### config.mk
export PLATFORM = sky130hd
export DESIGN_NAME = hz_unit
export DESIGN_NICKNAME = d
export VERILOG_FILES = /design/src/rtl/hz_pkg.sv /design/src/rtl/hz_ctl_pipe.sv /design/src/rtl/hz_opnd_sel.sv /design/src/rtl/hz_stall_det.sv /design/src/rtl/hz_unit.sv
export SDC_FILE = /design/constraint.sdc
export NUM_CORES = 1
export LEC_CHECK = 0
export BUFFER_PORTS_ARGS = -buffer_cell sky130_fd_sc_hd__clkbuf_2
export CAP_MARGIN = 20
export CORE_ASPECT_RATIO = 0.7
export CORE_UTILIZATION = 57
export DETAILED_ROUTE_END_ITERATION = 12
export PLACE_DENSITY_LB_ADDON = 0.3
export SYNTH_ARGS = -nofsm -noshare
export SYNTH_HDL_FRONTEND = slang
export SYNTH_SLANG_ARGS = --single-unit
### constraint.sdc
create_clock -name clk -period 2.6 [get_ports clk]
set_input_delay 0.52 -clock clk [delete_from_list [all_inputs] [get_ports clk]]
set_output_delay 0.52 -clock clk [all_outputs]
set_load 0.02 [all_outputs]
### src/rtl/hz_pkg.sv
package hz_pkg;
  parameter int unsigned RIDX_W = 5;

  typedef enum logic [2:0] {
    IC_NOP    = 3'd0,
    IC_ALU    = 3'd1,
    IC_LOAD   = 3'd2,
    IC_LADR   = 3'd3,
    IC_STORE  = 3'd4,
    IC_BRANCH = 3'd5,
    IC_BRL    = 3'd6
  } iclass_e;

  typedef logic [RIDX_W-1:0] ridx_t;

  typedef struct packed {
    iclass_e cls;
    ridx_t   ra;
    ridx_t   rb;
    ridx_t   rc;
    logic    imm;
  } ctl_t;

  localparam ctl_t CTL_NOP = '{cls: IC_NOP, ra: '0, rb: '0, rc: '0, imm: 1'b0};

  localparam logic [1:0] SEL_REG = 2'd0;
  localparam logic [1:0] SEL_Z4  = 2'd1;
  localparam logic [1:0] SEL_Z5  = 2'd2;

  // class writes its ra in write-back
  function automatic logic f_writes(iclass_e c);
    case (c)
      IC_ALU, IC_LOAD, IC_LADR, IC_BRL: return 1'b1;
      default:                          return 1'b0;
    endcase
  endfunction

  // result already sits in Z4 while in the memory stage
  function automatic logic f_z4_ready(iclass_e c);
    return f_writes(c) && (c != IC_LOAD);
  endfunction

  // rb consumed by the ALU stage (operand or address modifier)
  function automatic logic f_uses_rb(iclass_e c);
    case (c)
      IC_ALU, IC_LOAD, IC_LADR, IC_STORE: return 1'b1;
      default:                            return 1'b0;
    endcase
  endfunction

  function automatic logic f_uses_rc(iclass_e c, logic imm);
    return (c == IC_ALU) && !imm;
  endfunction

  function automatic logic f_is_branch(iclass_e c);
    return (c == IC_BRANCH) || (c == IC_BRL);
  endfunction

  // a match on register 0 never counts
  function automatic logic f_hit(ridx_t dst, ridx_t src);
    return (src != '0) && (dst == src);
  endfunction
endpackage

### src/rtl/hz_ctl_pipe.sv
module hz_ctl_pipe
  import hz_pkg::*;
#(
  parameter int unsigned DEPTH = 3
) (
  input  logic             clk,
  input  logic             rst,
  input  logic             inject_nop,
  input  ctl_t             entry,
  output ctl_t [DEPTH-1:0] stg
);
  ctl_t q [DEPTH];

  for (genvar g = 0; g < DEPTH; g++) begin : g_stage
    if (g == 0) begin : g_head
      always_ff @(posedge clk) begin
        if (rst)             q[g] <= CTL_NOP;
        else if (inject_nop) q[g] <= CTL_NOP;
        else                 q[g] <= entry;
      end
    end else begin : g_tail
      always_ff @(posedge clk) begin
        if (rst) q[g] <= CTL_NOP;
        else     q[g] <= q[g-1];
      end
    end
    assign stg[g] = q[g];
  end
endmodule

### src/rtl/hz_opnd_sel.sv
module hz_opnd_sel
  import hz_pkg::*;
#(
  parameter bit USE_NEAR = 1'b1,
  parameter bit USE_FAR  = 1'b1
) (
  input  logic       want,
  input  ridx_t      src,
  input  ctl_t       near,
  input  ctl_t       far,
  output logic [1:0] sel,
  output logic       near_hit,
  output logic       far_hit
);
  always_comb begin
    near_hit = USE_NEAR && want && f_z4_ready(near.cls) && f_hit(near.ra, src);
    far_hit  = USE_FAR  && want && f_writes(far.cls)    && f_hit(far.ra, src);
    if (near_hit)     sel = SEL_Z4;
    else if (far_hit) sel = SEL_Z5;
    else              sel = SEL_REG;
  end
endmodule

### src/rtl/hz_stall_det.sv
module hz_stall_det
  import hz_pkg::*;
(
  input  ctl_t dec,
  input  ctl_t s3,
  input  ctl_t s4,
  output logic load_use,
  output logic br_wait,
  output logic stall
);
  logic rb_need3, rc_need3, br_src_s3, br_src_s4;

  always_comb begin
    rb_need3  = f_uses_rb(dec.cls) && f_hit(s3.ra, dec.rb);
    rc_need3  = f_uses_rc(dec.cls, dec.imm) && f_hit(s3.ra, dec.rc);
    load_use  = (s3.cls == IC_LOAD) && (rb_need3 || rc_need3);
    br_src_s3 = f_writes(s3.cls) && (f_hit(s3.ra, dec.rb) || f_hit(s3.ra, dec.rc));
    br_src_s4 = (s4.cls == IC_LOAD) && (f_hit(s4.ra, dec.rb) || f_hit(s4.ra, dec.rc));
    br_wait   = f_is_branch(dec.cls) && (br_src_s3 || br_src_s4);
    stall     = load_use || br_wait;
  end
endmodule

### src/rtl/hz_unit.sv
module hz_unit
  import hz_pkg::*;
(
  input  logic              clk,
  input  logic              rst,
  input  logic [2:0]        d_cls,
  input  logic [RIDX_W-1:0] d_ra,
  input  logic [RIDX_W-1:0] d_rb,
  input  logic [RIDX_W-1:0] d_rc,
  input  logic              d_imm,
  output logic [1:0]        fwd_x_sel,
  output logic [1:0]        fwd_y_sel,
  output logic [1:0]        st_data_sel,
  output logic              st_late_z5,
  output logic              br_tgt_z4,
  output logic              br_cnd_z4,
  output logic              pause_if,
  output logic              pause_id,
  output logic              bubble_ex
);
  localparam int unsigned SHADOW = 3;
  localparam int unsigned IX_EX  = 0;
  localparam int unsigned IX_MEM = 1;
  localparam int unsigned IX_WB  = 2;

  ctl_t              dec;
  ctl_t [SHADOW-1:0] stg;
  ctl_t              s3, s4, s5;
  logic              stall, load_use, br_wait;
  logic              want_x, want_y, want_sd, want_sd4, want_bt, want_bc;
  logic              x_near, x_far, y_near, y_far, sd_near, sd_far;
  logic              sd4_near, sd4_far, bt_near, bt_far, bc_near, bc_far;
  logic [1:0]        sd4_sel, bt_sel, bc_sel;

  assign dec = '{cls: iclass_e'(d_cls), ra: d_ra, rb: d_rb, rc: d_rc, imm: d_imm};
  assign s3  = stg[IX_EX];
  assign s4  = stg[IX_MEM];
  assign s5  = stg[IX_WB];

  hz_ctl_pipe #(.DEPTH(SHADOW)) u_pipe (
    .clk(clk), .rst(rst), .inject_nop(stall), .entry(dec), .stg(stg)
  );

  hz_stall_det u_stall (
    .dec(dec), .s3(s3), .s4(s4),
    .load_use(load_use), .br_wait(br_wait), .stall(stall)
  );

  assign want_x   = f_uses_rb(s3.cls);
  assign want_y   = f_uses_rc(s3.cls, s3.imm);
  assign want_sd  = (s3.cls == IC_STORE);
  assign want_sd4 = (s4.cls == IC_STORE);
  assign want_bt  = f_is_branch(dec.cls);
  assign want_bc  = f_is_branch(dec.cls);

  hz_opnd_sel #(.USE_NEAR(1'b1), .USE_FAR(1'b1)) u_sel_x (
    .want(want_x), .src(s3.rb), .near(s4), .far(s5),
    .sel(fwd_x_sel), .near_hit(x_near), .far_hit(x_far)
  );
  hz_opnd_sel #(.USE_NEAR(1'b1), .USE_FAR(1'b1)) u_sel_y (
    .want(want_y), .src(s3.rc), .near(s4), .far(s5),
    .sel(fwd_y_sel), .near_hit(y_near), .far_hit(y_far)
  );
  hz_opnd_sel #(.USE_NEAR(1'b1), .USE_FAR(1'b1)) u_sel_sd (
    .want(want_sd), .src(s3.ra), .near(s4), .far(s5),
    .sel(st_data_sel), .near_hit(sd_near), .far_hit(sd_far)
  );
  hz_opnd_sel #(.USE_NEAR(1'b0), .USE_FAR(1'b1)) u_sel_sd4 (
    .want(want_sd4), .src(s4.ra), .near(CTL_NOP), .far(s5),
    .sel(sd4_sel), .near_hit(sd4_near), .far_hit(sd4_far)
  );
  hz_opnd_sel #(.USE_NEAR(1'b1), .USE_FAR(1'b0)) u_sel_bt (
    .want(want_bt), .src(dec.rb), .near(s4), .far(CTL_NOP),
    .sel(bt_sel), .near_hit(bt_near), .far_hit(bt_far)
  );
  hz_opnd_sel #(.USE_NEAR(1'b1), .USE_FAR(1'b0)) u_sel_bc (
    .want(want_bc), .src(dec.rc), .near(s4), .far(CTL_NOP),
    .sel(bc_sel), .near_hit(bc_near), .far_hit(bc_far)
  );

  assign st_late_z5 = (sd4_sel == SEL_Z5);
  assign br_tgt_z4  = (bt_sel == SEL_Z4);
  assign br_cnd_z4  = (bc_sel == SEL_Z4);
  assign pause_if   = stall;
  assign pause_id   = stall;
  assign bubble_ex  = stall;


  bubble_lands_chk: assert property (@(posedge clk) disable iff (rst)
    bubble_ex |=> (s3.cls == IC_NOP));


  no_load_z4_chk: assert property (@(posedge clk) disable iff (rst)
    (s4.cls == IC_LOAD) |-> !((want_x && f_hit(s4.ra, s3.rb)) || (want_y && f_hit(s4.ra, s3.rc))));


  stall_len_chk: assert property (@(posedge clk) disable iff (rst)
    (pause_if && $past(pause_if)) |=> !pause_if);


  zero_src_chk: assert property (@(posedge clk) disable iff (rst)
    (d_rb == '0 && d_rc == '0) |-> !pause_id);


  sel_code_chk: assert property (@(posedge clk) disable iff (rst)
    (fwd_x_sel != 2'd3) && (fwd_y_sel != 2'd3) && (st_data_sel != 2'd3));


  near_first_chk: assert property (@(posedge clk) disable iff (rst)
    x_near |-> (fwd_x_sel == SEL_Z4));


  store_no_wait_chk: assert property (@(posedge clk) disable iff (rst)
    (d_cls == 3'd4 && d_rb == '0) |-> !pause_if);
endmodule

Word-level counts from Yosys, hierarchy flattened. Memories as Yosys holds them, arrays and structs flattened. Index checks and enable logic that the tools add are counted.

Memories kept: 1. Bits in registers: 0. Bits in read-only memories: 0. Logic and storage cells: 123. Latch bits: 0. Bits in writable memories: 57. Input bits: 21.

$add $sub $neg: 0. Bitwise gates (word level): 4. Equal/unequal tests: 35. Reductions and logical operators: 56. $mul: 0. Shift-type cells: 0. Order comparisons: 0. Mux-type cells: 27. Divide/modulo/power cells: 0.

Memories: u_pipe.q (depth 3, width 19, rd ports 3, clocked after memory_dff 0, wr ports 3, RTL line hz_ctl_pipe.sv:12) `ctl_t q [DEPTH];`.

Operator list (count): $mux 19 (4); $eq 5x5->1 (11); $logic_and 1x1->1 (37); $reduce_bool 5->1 (6); $eq 3x2->1 const B (8); $eq 3x3->1 const B (8); $reduce_or 4->1 (5); $mux 1 (16); $mux 2 (7); $eq 3x1->1 const B (4); $logic_or 1x1->1 (6); $eq 2x1->1 const B (2); $or 1x1->1 (4); $ne 3x2->1 const B (1); $eq 2x2->1 const B (1); $logic_not 1->1 (2).

Depth between registers and ports, before layout. Gate-level depths: netlist (run 1). An unclocked memory read counts as a cell.

Word-level depth: 13. Mapped depth: 8. Gate-level depth less buffers: 5.

Modules after synthesis. A second synthesis (run 1) with hierarchy kept.

Cell total of the unflattened synthesis: 307. Area, all modules: 3221.8 sq um.

By module, submodules not included: hz_ctl_pipe (cells each 123, seq. area each 1331.3 sq um, instances 1, area an instance 1878.1 sq um); hz_opnd_sel at u_sel_sd ... (cells each 23, seq. area each 0.0 sq um, instances 3, area an instance 183.9 sq um); hz_stall_det (cells each 52, seq. area each 0.0 sq um, instances 1, area an instance 366.6 sq um); hz_opnd_sel at u_sel_bc ... (cells each 17, seq. area each 0.0 sq um, instances 2, area an instance 112.6 sq um); hz_opnd_sel at u_sel_sd4 (cells each 16, seq. area each 0.0 sq um, instances 1, area an instance 105.1 sq um); hz_unit (cells each 13, seq. area each 0.0 sq um, instances 1, area an instance 95.1 sq um).

Worst setup path after synthesis (run 1). No wires, ideal clock.

Path type: input port to output port. Start point: in d_rc[3]. End point: out pause_id. Buffers on the path: 2. Arrival: 1.980 ns. Setup slack: 0.100 ns. Stages on the path: 7. Data required time: 2.080 ns. Path through: xor2_1 -> nor3_2 -> nand4_1 -> a2111oi_4 -> buf_6 -> or3_1 -> buf_4.

Word-level cells in the longest chain between the ends: 7. Elaborated cells on any way between the ends: 15. Classes of those cells: 2 x eq/ne; 13 x reduce/logical.

Ends and longest elaborated chain: from (decl) (RTL line hz_unit.sv:9) `input logic [RIDX_W-1:0] d_rc,`; $eq 5x5->1 / $reduce_bool 5->1 (equally long branches) (RTL line hz_pkg.sv:61) `return (src != '0) && (dst == src);`; $logic_and 1x1->1 (RTL line hz_pkg.sv:61); $logic_or 1x1->1, on equally long branches (RTL line hz_stall_det.sv:17, hz_stall_det.sv:18); $logic_and 1x1->1, on equally long branches (RTL line hz_stall_det.sv:17, hz_stall_det.sv:18); $logic_or 1x1->1 (RTL line hz_stall_det.sv:19) `br_wait = f_is_branch(dec.cls) && (br_src_s3 || br_src_s4);`; $logic_and 1x1->1 (RTL line hz_stall_det.sv:19); $logic_or 1x1->1 (*) (RTL line hz_stall_det.sv:20) `stall = load_use || br_wait;`; to (decl) (RTL line hz_unit.sv:18) `output logic pause_id,`.

Every way passes the cells marked *; elsewhere a longest branch is shown, timed or not.

==> impl_results.md, run 1 <==
- Post-route insts no fill: around 350
- Clock latency on the worst-skew pair: approximately 0.30 ns
- Layout Skew: 0.00549 ns
- Arrival @ worst endpoint: 2.04 ns
- Routed Antenna Nets: 0
- Min cycle time layout: 2.56 ns
- Hold buffer count at cts: 0
- Count of final setup violators: 0
- Post-synth EDFFs: 19
- Fin Setup TNS: 0 ns
- Number of vias per cell: 5.45
- TritonRoute pass-1 iters: 4
- Max reg flops: 35
- Most area-hungry cell type in the Yosys netlist: edfxtp_1
- Max-slew violations: 0
- Util after Layout: 0.770
- ANT cells: 0
- Final hold violations: 0
- Clk buf depth: 2
- Share of post-route cells with drive strength above 1: 0.298
- Final HPWL DP: about 3800 um
- Via count: about 1900
- CTS tree: yes
- Die height: 54.9 um
- Routed len/inst: 16.3 um
- Final net count: 315
- Vias in the first global route: around 1700
- Largest net degree at the start of global routing: 36
- Global-route usage over all layers: 0.286
- Switching part of the total power: 0.295
- Ys async rst share: 0
- Mapped Cells: between 200 and 250
- Synth top cells by count: xor2_1, nor4_1, nand2b_1, edfxtp_1, xnor2_1
- Cell Area, Synth: roughly 0.0023 mm2
- Synth top area share: 0.251
- Power Internal: 0.000914 W
- Root Driver: clkbuf_8
- Synth warn: 0
- Drt drc: 0
- First-pass GRT wire length: 8780 um
- Place WS: between 0.1 and 0.15 ns
- Starting Density: 0.620
- Cell with the most instances after synthesis: xor2_1
- Antenna violations before repair: 0
- Cell Rows: 18
- Slew headroom: 0.580
- CTS clk-pin slew, worst paths: 0.08 ns
- Most flops, register: u_pipe.q
- PortBufs: 32
- Grt total ovfl: 0
- Maximum vdd ir drop: 0.309 mV
- CP endpoint kind: output port
- Htree depth: 2
- Synthesis-to-finish area growth: 24.2%
- Clk network pwr share: 0.323
- Top flop regs: u_pipe.q (35)
- Drt total wl: 5610 um
- # Max-Cap Violations: 0
- Core Region: ~0.0037 mm2
- Unrepaired setup endpoints after global routing: yes
- CP Launch Type: register
- Main area contributors after synthesis: edfxtp_1, xor2_1, dfxtp_1
- Num Clock Sinks: 35
- Switching power: 0.000382 W
- Post-synthesis sequential area ratio: 0.391
- Post-route cell area: 0.00283 mm2
- Final setup margin: 0.0361 ns
- DP Area: 0.00250 mm2
- Number of CTS-inserted buffers: 5
- Placed Cells: 323
- Top FF cell, synth: edfxtp_1
- RePlAce Congestion: 0.958
- Fmax: 390 MHz
- Slew @ Worst Pin: 0.630 ns
- Reg power frac: 0.501
- HP Class: reg2reg
- Synth unique cells: 31
- Die area: 0.00425 mm2
- Crit Path Category: reg2out
- Iter 0 DRT Violations: 157
- Die W: ~78 um
- Post-synthesis register bit count: 35
- PwrDens: ~460 mW/mm2
- Logic gate share of total power: 0.176
- Period Utilization, post-route: 0.986
- Boundary Pins: 33
- Cell leakage power: roughly 1.2 nW
- Status: finished clean
- Synth Area per Inst: 9.60 um2
- Critical path required time: around 2.1 ns
- Crit Path Max Fanout: 4
## cell usage in the layout, fill, tap and decap left out, drive strengths merged, types with 2 or more instances in the layout
| master | count |
|---|---|
| xor2 | 39 |
| buf | 33 |
| clkbuf | 28 |
| nor4 | 27 |
| nand2b | 21 |
| edfxtp | 19 |
| conb | 19 |
| xnor2 | 18 |
| nor2b | 16 |
| dfxtp | 16 |
| nor3 | 10 |
| nor2 | 9 |
| nand2 | 9 |
| or4 | 7 |
| nand4 | 5 |
| o21ai | 3 |
| inv | 3 |
| o31a | 2 |
## worst max-delay path, cell delays in order, from the launching register on
cell and delay, ns:
dfxtp_2 0.33, inv_2 0.09, nand2_4 0.07, mux2_4 0.29, or4_4 0.55, o31a_1 0.25, buf_2 0.16
## layout make-up
class / count / area, um2
clock inverter: 3 / 22.5
tap: 50 / 62.6
clock buffer: 5 / 68.8
inverter: 1 / 3.75
fill: 254 / 845
sequential: 35 / 896
multi-input combinational: 195 / 1410
timing repair buffer: 56 / 368
## metrics by stage
step	power (W)	hold slack (ns)
6_report	0.00130	0.506
5_1_grt	0.00135	0.525
4_1_cts	0.00126	0.500
3_5_place_dp	0.000847	0.473
3_3_place_gp	0.000840	0.458
2_1_floorplan	0.000784	0.440
## layer usage
| metal | global-route usage | vias to the layer above | share of wire |
|---|---|---|---|
| li1 | - | 917 | - |
| met1 | 0.362 | 870 | 0.42 |
| met2 | 0.493 | 80 | 0.47 |
| met3 | 0.0650 | 14 | 0.095 |
| met4 | 0.0975 | 0 | 0.017 |
| met5 | 0 | - | 0 |
## path summary, 6_finish.rpt
check	startpoint	endpoint	slack [ns]	cells after the start
max	u_pipe.q[1][16]	fwd_x_sel[1]	0.04	6
min	u_pipe.q[1][17]	u_pipe.q[2][17]	0.51	1
max reg2reg	u_pipe.q[0][14]	u_pipe.q[0][9]	0.56	6
min reg2reg	u_pipe.q[1][17]	u_pipe.q[2][17]	0.51	1
## cell families after synthesis
family / Yosys count / share of synthesized area
AO/OA/AOI/OAI: 10 / 0.0385
XOR/XNOR: 57 / 0.219
buffers and inverters: 25 / 0.0649
flip-flops: 35 / 0.391
multiplexers: 1 / 0.00495
other: 1 / 0.00165
AND/OR/NAND/NOR: 108 / 0.279
## what timing repair did
action | 4_1_cts | 5_1_grt
hold endpoints to repair | 0 | 0
endpoints found under the setup margin | 7 | 9
pin swaps | 0 | 9
setup buffers | 3 | 11
resized for setup | 7 | 39
## power groups by stage
stage / combinational (W) / sequential [W] / clock, W
after global placement: 0.000179 / 0.000661 / 0
after floorplan: 0.000143 / 0.000641 / 0
after CTS: 0.000195 / 0.000648 / 0.000420
final: 0.000229 / 0.000649 / 0.000418
after global routing: 0.000252 / 0.000651 / 0.000443
after detailed placement: 0.000185 / 0.000662 / 0
(Power assumes the default switching activity.)
==> run 2, diff against run 1 <==
Clock period 2.6 ns to 2.75 ns, I/O delays scaled along.
==> run 2 against run 1 <==
  * Cell area is 6.9% lower
  * Clock-buffer cell count stayed put
  * Register-to-register slack gained 0.13 ns
==> impl_results.md, run 2 (synthesized netlist as in run 1, its figures left out) <==
- Count of final setup violators: 0 (unchanged)
- First-pass GRT wire length: 8470 um (-3.6%)
- Final net count: 303 (-3.8%)
- Max-slew violations: 0 (unchanged)
- FILL cells: 299 (+18%)
- Vias in the first global route: 1689 (-2.9%)
- ANT cells: 0 (unchanged)
- Final hold violations: 0 (unchanged)
- PortBufs: 32 (unchanged)
- Max reg flops: 35 (unchanged)
- Post-route insts no fill: 333 (-3.5%)
- Fmax: 372 MHz
- PwrDens: 452 mW/mm2 (-1.5%)
- Status: finished clean
- # Max-Cap Violations: 0 (unchanged)
- Core Region: 0.00367 mm2 (unchanged)
- Drt total wl: 5280 um (-5.8%)
- Multi-input logic area: 0.00133 mm2 (-5.4%)
- Iter 0 DRT Violations: 102 (-35%)
- Antenna violations before repair: 0 (unchanged)
- Die height: 54.9 um (unchanged)
- Final total power: 0.00119 W (-8.2%)
- RePlAce Congestion: 0.901 (-6.0%)
- Crit Path Category: reg2out
- Clk buf depth: 2 (unchanged)
- Fin Setup TNS: 0 ns (unchanged)
- Share of post-route cells with drive strength above 1: 0.216 (-0.0828)
- Reg area: 893 um2 (-0.28%)
- Most flops, register: u_pipe.q
- DP Area: 0.00249 mm2 (-0.60%)
- Routed len/inst: 15.9 um (-2.4%)
- Hold buffer count at cts: 0 (unchanged)
- Number of CTS-inserted buffers: 5 (unchanged)
- Most common cell after layout, fill and taps aside: xor2_1
- Util after Layout: 0.717 (-0.0528)
- Routed Antenna Nets: 0 (unchanged)
- Grt total ovfl: 0 (unchanged)
- Synthesis-to-finish area growth: 15.7%
- Via count: 1835 (-2.4%)
- Starting Density: 0.620 (unchanged)
- Commonest cells after routing, fill and taps aside: xor2_1, clkbuf_2, nor4_1
- Crit Path Max Fanout: 5 (+1)
- TritonRoute pass-1 iters: 4 (unchanged)
- Die area: 0.00425 mm2 (unchanged)
- Period Utilization, post-route: 0.978
- Maximum vdd ir drop: 0.341 mV (+10%)
- Cell Rows: 18 (unchanged)
- Root Driver: clkbuf_8
- Global-route usage over all layers: 0.277 (-0.00831)
- Slew @ Worst Pin: 0.584 ns (-0.0462 ns)
- Top flop regs: u_pipe.q (35)
- Layout Skew: 0.00611 ns (+0.000620 ns)
- Critical path required time: 2.20 ns (+0.12 ns)
- Arrival @ worst endpoint: 2.14 ns (+0.10 ns)
- CTS clk-pin slew, worst paths: 0.08 ns (about the same)
- Final HPWL DP: 3810 um (-0.21%)
- Clock latency on the worst-skew pair: 0.30 ns (about the same)
- Htree depth: 2 (unchanged)
- Number of vias per cell: 5.51 (+1.1%)
- Post-route cell area: 0.00263 mm2 (-6.9%)
- Die W: 77.5 um (unchanged)
- CTS tree: yes
- HP Class: reg2reg
- Min cycle time layout: 2.69 ns
- Boundary Pins: 33 (unchanged)
- Placed Cells: 321 (-0.62%)
- CP Launch Type: register
- Drt drc: 0 (unchanged)
- Unrepaired setup endpoints after global routing: no
- Slew headroom: 0.611 (+0.0308)
- Largest net degree at the start of global routing: 36 (unchanged)
- CP endpoint kind: output port
- Num Clock Sinks: 35 (unchanged)
- Cell leakage power: 1.11 nW (-7.2%)
-- run 2: what timing repair did --
| action | CTS | global route |
|---|---|---|
| setup endpoints to repair | 0 | 7 |
| resized for setup | 0 | 7 |
| setup buffers | 0 | 4 |
-- run 2: cell type report --
class                           instances  area share
Clock buffer                            5      0.0261
Sequential cell                        35       0.339
Tap cell                               50      0.0238
Multi-Input combinational cell        195       0.505
Timing Repair Buffer                   44      0.0951
Clock inverter                          3     0.00951
Inverter                                1     0.00143
-- run 2: where the power goes --
part,total [W],switching (W),leakage (nW),internal (W)
registers,0.000619,0.0000385,0.328,0.000580
clock network,0.000389,0.000208,0.0443,0.000181
logic,0.000181,0.0000953,0.737,0.0000858
-- run 2: final timing paths --
kind | startpoint | to | slack (ns) | cells after the start
hold reg to reg | u_pipe.q[1][17] | u_pipe.q[2][17] | 0.50 | 1
setup reg to reg | u_pipe.q[0][13] | u_pipe.q[0][8] | 0.69 | 6
setup / recovery | u_pipe.q[1][16] | fwd_y_sel[0] | 0.06 | 6
hold / removal | u_pipe.q[1][17] | u_pipe.q[2][17] | 0.50 | 1
-- run 2: worst max-delay path, cell delays in order (launching register included) --
cell      delay (ns)
dfxtp_1         0.32
inv_1           0.11
nand2_2         0.11
mux2_4          0.31
or4_1           0.54
nor4_1          0.23
clkbuf_2        0.23
-- run 2: routing by layer --
layer  routed length (um)  vias up  global-route usage
met3                  355       11              0.0667
met4                   89        0               0.107
met1                 2460      862               0.356
met5                    0        -                   0
li1                     -      900                   -
met2                 2380       62               0.463
-- run 2: through the flow --
| step | hold slack, ns | setup slack (ns) |
|---|---|---|
| 2_1_floorplan | 0.440 | 0.190 |
| 3_3_place_gp | 0.461 | 0.249 |
| 3_5_place_dp | 0.476 | 0.197 |
| 4_1_cts | 0.487 | 0.0376 |
| 5_1_grt | 0.515 | 0.0127 |
| 6_report | 0.498 | 0.0597 |
